`src/rtl/bridge_startup_pkg.sv`:
```
package bridge_startup_pkg;

  typedef enum logic [1:0] {
    SEQ_OFF  = 2'd0,
    SEQ_HOLD = 2'd1,
    SEQ_RUN  = 2'd2
  } seq_state_t;

  // strobes from control to datapath
  typedef struct packed {
    logic clearAll;
    logic runTimer;
    logic trackEdges;
  } seq_strobe_t;

endpackage

```
`src/rtl/bridge_startup_dp.sv`:
```
module bridge_startup_dp
  import bridge_startup_pkg::*;
#(
  parameter int unsigned WINDOW = 1_000_000
) (
  input  logic        clk,
  input  logic        rstN,
  input  seq_strobe_t strobe,
  input  logic        dirIn,
  output logic        windowDone,
  output logic        cycleDone
);

  localparam int unsigned CW = $clog2(WINDOW + 1);
  localparam logic [CW-1:0] WIN_L = CW'(WINDOW);

  logic [CW-1:0] winCnt;
  logic          dirPrev;
  logic          sawRise;
  logic          sawFall;

  // window counter, saturating at WINDOW
  always_ff @(posedge clk or negedge rstN) begin
    if (!rstN) begin
      winCnt <= '0;
    end else if (strobe.clearAll) begin
      winCnt <= '0;
    end else if (strobe.runTimer && (winCnt != WIN_L)) begin
      winCnt <= winCnt + 1'b1;
    end
  end

  // direction excursion record
  always_ff @(posedge clk or negedge rstN) begin
    if (!rstN) begin
      dirPrev <= 1'b0;
      sawRise <= 1'b0;
      sawFall <= 1'b0;
    end else begin
      dirPrev <= dirIn;
      if (strobe.clearAll) begin
        sawRise <= 1'b0;
        sawFall <= 1'b0;
      end else if (strobe.trackEdges) begin
        if (dirIn && !dirPrev) sawRise <= 1'b1;
        if (!dirIn && dirPrev) sawFall <= 1'b1;
      end
    end
  end

  assign windowDone = (winCnt == WIN_L);
  assign cycleDone  = sawRise && sawFall;

  a_r4_timer_bound: assert property (@(posedge clk) disable iff (!rstN)
    winCnt <= WIN_L);

  a_r8_clear_progress: assert property (@(posedge clk) disable iff (!rstN)
    strobe.clearAll |=> (winCnt == '0) && !sawRise && !sawFall);

  a_r5_record_sticky: assert property (@(posedge clk) disable iff (!rstN)
    (!strobe.clearAll && cycleDone) |=> cycleDone);

endmodule

```
`src/rtl/bridge_startup_ctrl.sv`:
```
module bridge_startup_ctrl
  import bridge_startup_pkg::*;
(
  input  logic        clk,
  input  logic        rstN,
  input  logic        supplyGood,
  input  logic        enableReqN,
  input  logic        windowDone,
  input  logic        cycleDone,
  output seq_strobe_t strobe,
  output logic        drvDisable,
  output logic        lowHold,
  output logic        waitCycle,
  output logic        ready
);

  seq_state_t state;
  seq_state_t stateNext;
  logic       goAllowed;

  assign goAllowed = supplyGood && !enableReqN;

  always_comb begin
    stateNext = state;
    if (!goAllowed) begin
      stateNext = SEQ_OFF;
    end else begin
      unique case (state)
        SEQ_OFF:  stateNext = SEQ_HOLD;
        SEQ_HOLD: if (windowDone && cycleDone) stateNext = SEQ_RUN;
        SEQ_RUN:  stateNext = SEQ_RUN;
        default:  stateNext = SEQ_OFF;
      endcase
    end
  end

  always_ff @(posedge clk or negedge rstN) begin
    if (!rstN) state <= SEQ_OFF;
    else       state <= stateNext;
  end

  always_comb begin
    strobe.clearAll   = (state == SEQ_OFF);
    strobe.runTimer   = (state == SEQ_HOLD);
    strobe.trackEdges = (state == SEQ_HOLD);
  end

  assign drvDisable = (state == SEQ_OFF);
  assign lowHold    = (state != SEQ_RUN);
  assign ready      = (state == SEQ_RUN);
  assign waitCycle  = (state == SEQ_HOLD) && windowDone && !cycleDone;

  a_r2_drop_to_off: assert property (@(posedge clk) disable iff (!rstN)
    (!supplyGood || enableReqN) |=> (state == SEQ_OFF));

  a_r7_release_gate: assert property (@(posedge clk) disable iff (!rstN)
    (state == SEQ_HOLD && stateNext == SEQ_RUN) |-> (windowDone && cycleDone));

  a_r3_run_from_hold: assert property (@(posedge clk) disable iff (!rstN)
    (state == SEQ_OFF) |=> (state != SEQ_RUN));

endmodule

```
`src/rtl/bridge_startup_seq.sv`:
```
module bridge_startup_seq
  import bridge_startup_pkg::*;
#(
  parameter int unsigned WINDOW = 1_000_000
) (
  input  logic clk,
  input  logic rstN,
  input  logic supplyGood,
  input  logic enableReqN,
  input  logic dirIn,
  output logic drvDisable,
  output logic lowHold,
  output logic waitCycle,
  output logic ready
);

  seq_strobe_t strobe;
  logic        windowDone;
  logic        cycleDone;

  bridge_startup_ctrl u_ctrl (
    .clk        (clk),
    .rstN       (rstN),
    .supplyGood (supplyGood),
    .enableReqN (enableReqN),
    .windowDone (windowDone),
    .cycleDone  (cycleDone),
    .strobe     (strobe),
    .drvDisable (drvDisable),
    .lowHold    (lowHold),
    .waitCycle  (waitCycle),
    .ready      (ready)
  );

  bridge_startup_dp #(.WINDOW(WINDOW)) u_dp (
    .clk        (clk),
    .rstN       (rstN),
    .strobe     (strobe),
    .dirIn      (dirIn),
    .windowDone (windowDone),
    .cycleDone  (cycleDone)
  );

endmodule

```
`config.mk`:
```
export PLATFORM = sky130hd
export DESIGN_NAME = bridge_startup_seq
export DESIGN_NICKNAME = d
export VERILOG_FILES = /design/src/rtl/bridge_startup_pkg.sv /design/src/rtl/bridge_startup_dp.sv /design/src/rtl/bridge_startup_ctrl.sv /design/src/rtl/bridge_startup_seq.sv
export SDC_FILE = /design/constraint.sdc
export NUM_CORES = 1
export LEC_CHECK = 0
export ABC_AREA = 1
export BUFFER_PORTS_ARGS = -buffer_cell sky130_fd_sc_hd__buf_2
export CAP_MARGIN = 20
export CORE_UTILIZATION = 60
export DETAILED_ROUTE_END_ITERATION = 8
export PLACE_DENSITY_LB_ADDON = 0.2
export SYNTH_ARGS = -nofsm -noshare
export SYNTH_HDL_FRONTEND = slang
export SYNTH_HIERARCHICAL = 1
export SYNTH_SLANG_ARGS = --single-unit
```
`constraint.sdc`:
```
create_clock -name clk -period 1.8 [get_ports clk]
set_input_delay 0.36 -clock clk [delete_from_list [all_inputs] [get_ports clk]]
set_output_delay 0.36 -clock clk [all_outputs]
set_load 0.01 [all_outputs]
```
=== Word-level counts from Yosys, hierarchy flattened ===
Index checks and enable logic that the tools add are counted.

* Register bits: 25
* Bits in latches: 0
* RAM bits: 0
* Memory bits (read-only): 0
* Input port bits: 5
* Output and inout bits: 4
* Logic and storage cells: 42
* Memories kept: 0

* Add/sub/neg operators: 1
* Multiply operators: 0
* Div/mod/pow operators: 0
* Magnitude comparators: 0
* Equality and inequality tests: 6
* Shifts and indexed selects: 0
* Multiplexer cells: 11
* Bitwise operators: 0
* Reduce and logical (&&, ||, !) cells: 19

{| class="wikitable"
|+ Operators by type and width
! cell !! count
|-
| $mux W20 || 2
|-
| $add A20 B1 Y20 const B || 1
|-
| $eq A20 B20 Y1 const B || 1
|-
| $ne A20 B20 Y1 const B || 1
|-
| $logic_and A1 B1 Y1 || 8
|-
| $reduce_bool A2 Y1 || 4
|-
| $mux W1 || 6
|-
| $pmux W2 S3 || 1
|-
| $logic_not A1 Y1 || 4
|-
| $mux W2 || 2
|-
| $reduce_and A2 Y1 || 2
|-
| $ne A3 B3 Y1 const B || 1
|-
| $eq A2 B1 Y1 const B || 1
|-
| $eq A2 B2 Y1 const B || 1
|-
| $logic_not A2 Y1 || 1
|-
| $ne A2 B2 Y1 const B || 1
|}

=== Logic depth before layout (Yosys ltp) ===
* Word-level depth: 5
* Mapped depth: 11
* Mapped depth without buffers: 10

=== By module ===
The synthesis kept the hierarchy.

{| class="wikitable"
|+ Modules (own cells, without submodules)
! module !! instances !! cells each !! area each (um^2) !! sequential area each (um^2)
|-
| bridge_startup_dp || 1 || 222 || 1555.2 || 575.6
|-
| bridge_startup_ctrl || 1 || 25 || 186.4 || 50.0
|}

=== Worst setup path after synthesis ===
OpenSTA, ideal clock, no wires.

* Kind: reg2reg
* From: register u_ctrl.state[0]
* To: register u_dp.winCnt[13]
* Library setup time: 0.118 ns
* Data arrival time: 1.595 ns
* Data required time: 1.682 ns
* Slack: 0.087 ns
* Cell stages (with the launch flop): 11
* Path buffers: 3
* Clock period less this slack: 1.713 ns
* Cells stage by stage: dfrtp_1 > inv_1 > ha_1 > buf_4 > clkbuf_1 > inv_1 > nand2_4 > inv_6 > buf_12 > nand2_1 > nand2_1

* Elaborated cells between the ends (all ways): 5
* Classes of those cells: eq/ne: 1; mux: 1; reduce/logical: 3

{| class="wikitable"
|+ RTL lines
! item !! RTL line !! source
|-
| start, declared || bridge_startup_ctrl.sv:17 || <nowiki>seq_state_t state;</nowiki>
|-
| start signal, assigned || bridge_startup_ctrl.sv:39 || <nowiki>else state <= stateNext;</nowiki>
|-
| $logic_not A2 Y1 (*) || - ||
|-
| net drvDisable || bridge_startup_seq.sv:11 || <nowiki>output logic drvDisable,</nowiki>
|-
| $mux W20 / $reduce_bool A2 Y1 (equally long branches) || - ||
|-
| end signal, assigned || bridge_startup_dp.sv:29 || <nowiki>winCnt <= winCnt + 1'b1;</nowiki>
|-
| end, declared || bridge_startup_dp.sv:17 || <nowiki>logic [CW-1:0] winCnt;</nowiki>
|}

The timed path passes the listed nets; every way through them passes the cells marked *.
A chain may end at the register's enable or synchronous reset.

=== Final worst setup path ===
* From: register u_dp.winCnt[3]
* To: output port waitCycle

* Longest elaborated chain between the ends: 3

{| class="wikitable"
|+ Ends and longest elaborated chain
! item !! RTL line !! source
|-
| $eq A20 B20 Y1 || bridge_startup_dp.sv:51 || <nowiki>assign windowDone = (winCnt == WIN_L);</nowiki>
|-
| net windowDone || bridge_startup_seq.sv:18 || <nowiki>logic windowDone;</nowiki>
|-
| $logic_and A1 B1 Y1 (2 in a row) || bridge_startup_ctrl.sv:51 || <nowiki>assign waitCycle = (state == SEQ_HOLD) && windowDone && !cycleDone;</nowiki>
|-
| end, declared || bridge_startup_seq.sv:13 || <nowiki>output logic waitCycle,</nowiki>
|}

The timed path passes the listed nets, and every way through them passes these cells.

==> run_results.csv <==
group,metric,value,unit
global_routing,grt_first_pass_wirelength,6570,um
finish,stdcell_area,1970,um^2
logic_synthesis,synth_xor_area_frac,0.0603,
logic_synthesis,ys_types,26,
finish,layout_common_cells,"nand2_1, nor2_1, dfrtp_1",
logic_synthesis,synthMuxAreaShare,0,
drt,drc,0,
logic_synthesis,yosys.area_share.simple,0.413,
place,dp_hpwl,2910,um
power,powerDensity,505,nW/um^2
logic_synthesis,ys_async_sr_fraction,1.00,
global_routing,grt_overflow,0,
drt,num_vias,1646,
floorplan,io_pins,9,
logic_synthesis,synthTopCellsByArea,"dfrtp_1, nand2_1, nor2_1",
logic_synthesis,syn_nets,257,
logic_synthesis,ys_seq_area_frac,0.359,
drt,post_drt_via_cell_ratio,5.45,
floorplan,fp.dieH,55.9,um
clock_tree,path_clk_slew,140,ps
power,design_power_total,0.996,mW
timing,period_needed,2000,ps
clock_tree,clock_latency,330,ps
logic_synthesis,synthAdderAreaFrac,0.0359,
floorplan,die-width,55.9,um
clock_tree,cts_sinks,25,
power,vdd_drop_max,0.540,mV
finish,synthToLayoutAreaGrowth,13.3,%
drt,drtIter0Drc,99,
place,io_buffers,8,
logic_synthesis,synth_top_family_by_area,"simple AND/OR/NAND/NOR gates",
timing,timing.hold.ws,-12.1,ps
finish,layout_commonest_cell,"nand2_1",
clock_tree,cts_buffers,3,
logic_synthesis,ys.flop_type,"dfrtp_1",
worst_setup_path,r2r-start,"u_dp/winCnt[1]",
drt,routed_wl,4090,um
place,dpl.cell_count,296,
drt,wl_per_cell,13.5,um
finish,n_antenna_cell,0,
worst_setup_path,cp.required,1440,ps
global_routing,grt.total_usage,0.273,
floorplan,coreArea,2760,um^2
worst_setup_path,r2r_cells,9,
outcome,status,"finished with violations",
outcome,violations,"hold timing, setup timing",
floorplan,num_rows,19,
place,placed_area,1890,um^2
logic_synthesis,synth_top_area_share,0.359,
floorplan,start_util,0.632,
finish,nets,282,
logic_synthesis,synth_top_area_cell,"dfrtp_1",
worst_setup_path,path_max_fanout,4,
global_routing,grt_pass1_vias,1419,
finish,drive_above_1_share,0.210,
floorplan,die_area,3120,um^2
timing,rsz0062_at_grt,"true",
timing,tightest_slew,558,ps
worst_setup_path,regToRegSetupSlack,110,ps
finish,layoutNonFillerInstCount,302,
logic_synthesis,synth_compound_area_frac,0.0417,
worst_setup_path,worstSetupStartpointType,"flip-flop",
clock_tree,cts_tree,"yes",
min_path,hold_class,"in2async",
logic_synthesis,syn_inst,247,
logic_synthesis,avgSynthCellArea,7.05,um^2
timing,clock.fmax,499,MHz
drt,ant_nets,0,
timing,setup_viol,1,
logic_synthesis,yosysWarnings,6,
worst_setup_path,worstPathArrival,1640,ps
place,place_ws,108,ps
logic_synthesis,synth_area,1740,um^2
global_routing,grt_max_degree,26,
drt,dr.pass1.iters,5,
clock_tree,ctsRootBufferMaster,"clkbuf_4",
timing,slew_headroom,0.628,
timing,skew,0.962,ps
place,gp_congestion,0.890,
clock_tree,cts_buffer_depth,2,
timing,slew_violations,0,
timing,hold_viol,25,
timing,setup_ws,-204,ps
global_routing,grt_antenna_before_repair,0,
logic_synthesis,synth-seq-cells,25,
worst_setup_path,endpoint_kind,"output pin",
job,drv_cap,0,
logic_synthesis,synth-edff-count,0,
power,power_leakage,0.956,nW
timing,finalCritPeriodShare,1.11,
clock_tree,cts.htree.levels,1,
worst_setup_path,path_class,"reg2out",
worst_setup_path,r2r-end,"u_dp/winCnt[9]",
==> layer usage <==
metal | track usage | wire (um) | up-vias | share of wire
li1 | - | - | 817 | -
met1 | 0.400 | 1850 | 749 | 0.45
met2 | 0.418 | 1810 | 69 | 0.44
met3 | 0.0233 | 318 | 11 | 0.078
met4 | 0.115 | 110 | 0 | 0.027
met5 | 0 | 0 | - | 0
==> cell usage after synthesis (2+ instances only) <==
cell and n:
nand2_1 81, nor2_1 38, dfrtp_1 25, inv_1 22, nand3_1 19, xor2_1 12
nand4_1 10, nand2_2 7, ha_1 5, o21ai_2 5, nor2_2 4, buf_4 3
clkbuf_1 2, nor3_1 2
==> final cells by class <==
cell class / count / area (um^2)
Clock buffer: 3 / 22.5
Clock inverter: 1 / 7.51
Fill cell: 229 / 785
Inverter: 24 / 101
Multi-Input combinational cell: 191 / 995
Sequential cell: 25 / 626
Tap cell: 31 / 38.8
Timing Repair Buffer: 26 / 175
Timing Repair inverter: 1 / 7.51
==> through the flow <==
stage | setup TNS, ps | hold slack, ps | utilization
2_1_floorplan | 0 | 64.4 | -
3_3_place_gp | 0 | 383 | 0.684
3_5_place_dp | 0 | 379 | 0.684
4_1_cts | -186 | 9.32 | 0.703
5_1_grt | -303 | 36.3 | 0.716
6_report | -204 | -12.1 | 0.716
==> state kept, by name (all words and copies together) (netlist names) <==
| name | flops |
|---|---|
| u_dp/winCnt | 20 |
| u_ctrl/state | 2 |
| u_dp/dirPrev | 1 |
| u_dp/sawFall | 1 |
| u_dp/sawRise | 1 |
==> critical path, cell delays in order, from the launching register on <==
cell and delay, ps:
dfrtp_1 440, or2_1 240, nor2_2 120, nand3_2 90, nor3_4 150, nand2_1 70, nor2_1 80, buf_2 130
==> power by group <==
group          internal (mW)  switching, mW
logic                 0.0448          0.112
clock network         0.0854          0.182
registers              0.568        0.00460
total                  0.698          0.298
==> how the worst max path moves through the flow <==
stage,end,slack [ps],cells after the start,from
global route,waitCycle,-300,7,u_dp/winCnt[3]
detailed placement,waitCycle,110,7,u_dp/winCnt[1]
floorplan,u_dp/winCnt[13],90,10,u_ctrl/state[0]
finish,waitCycle,-200,7,u_dp/winCnt[3]
global placement,waitCycle,140,7,u_dp/winCnt[3]
CTS,waitCycle,-190,7,u_dp/winCnt[3]
==> kinds of logic after synthesis <==
kind of cell | after synthesis
buf+inv | 31
compound gates | 9
fa+ha+maj | 5
simple gates | 165
xor+xnor | 12
flops | 25
==> repair_timing <==
item / 4_1_cts / 5_1_grt
gates resized for setup: 5 / 5
hold buffers: 0 / 0
cloned: 0 / 1
hold endpoints to repair: 0 / 0
buffers inserted: 0 / 1
setup endpoints to repair: 1 / 4
pin swaps: 0 / 1
(Power assumes the default switching activity.)
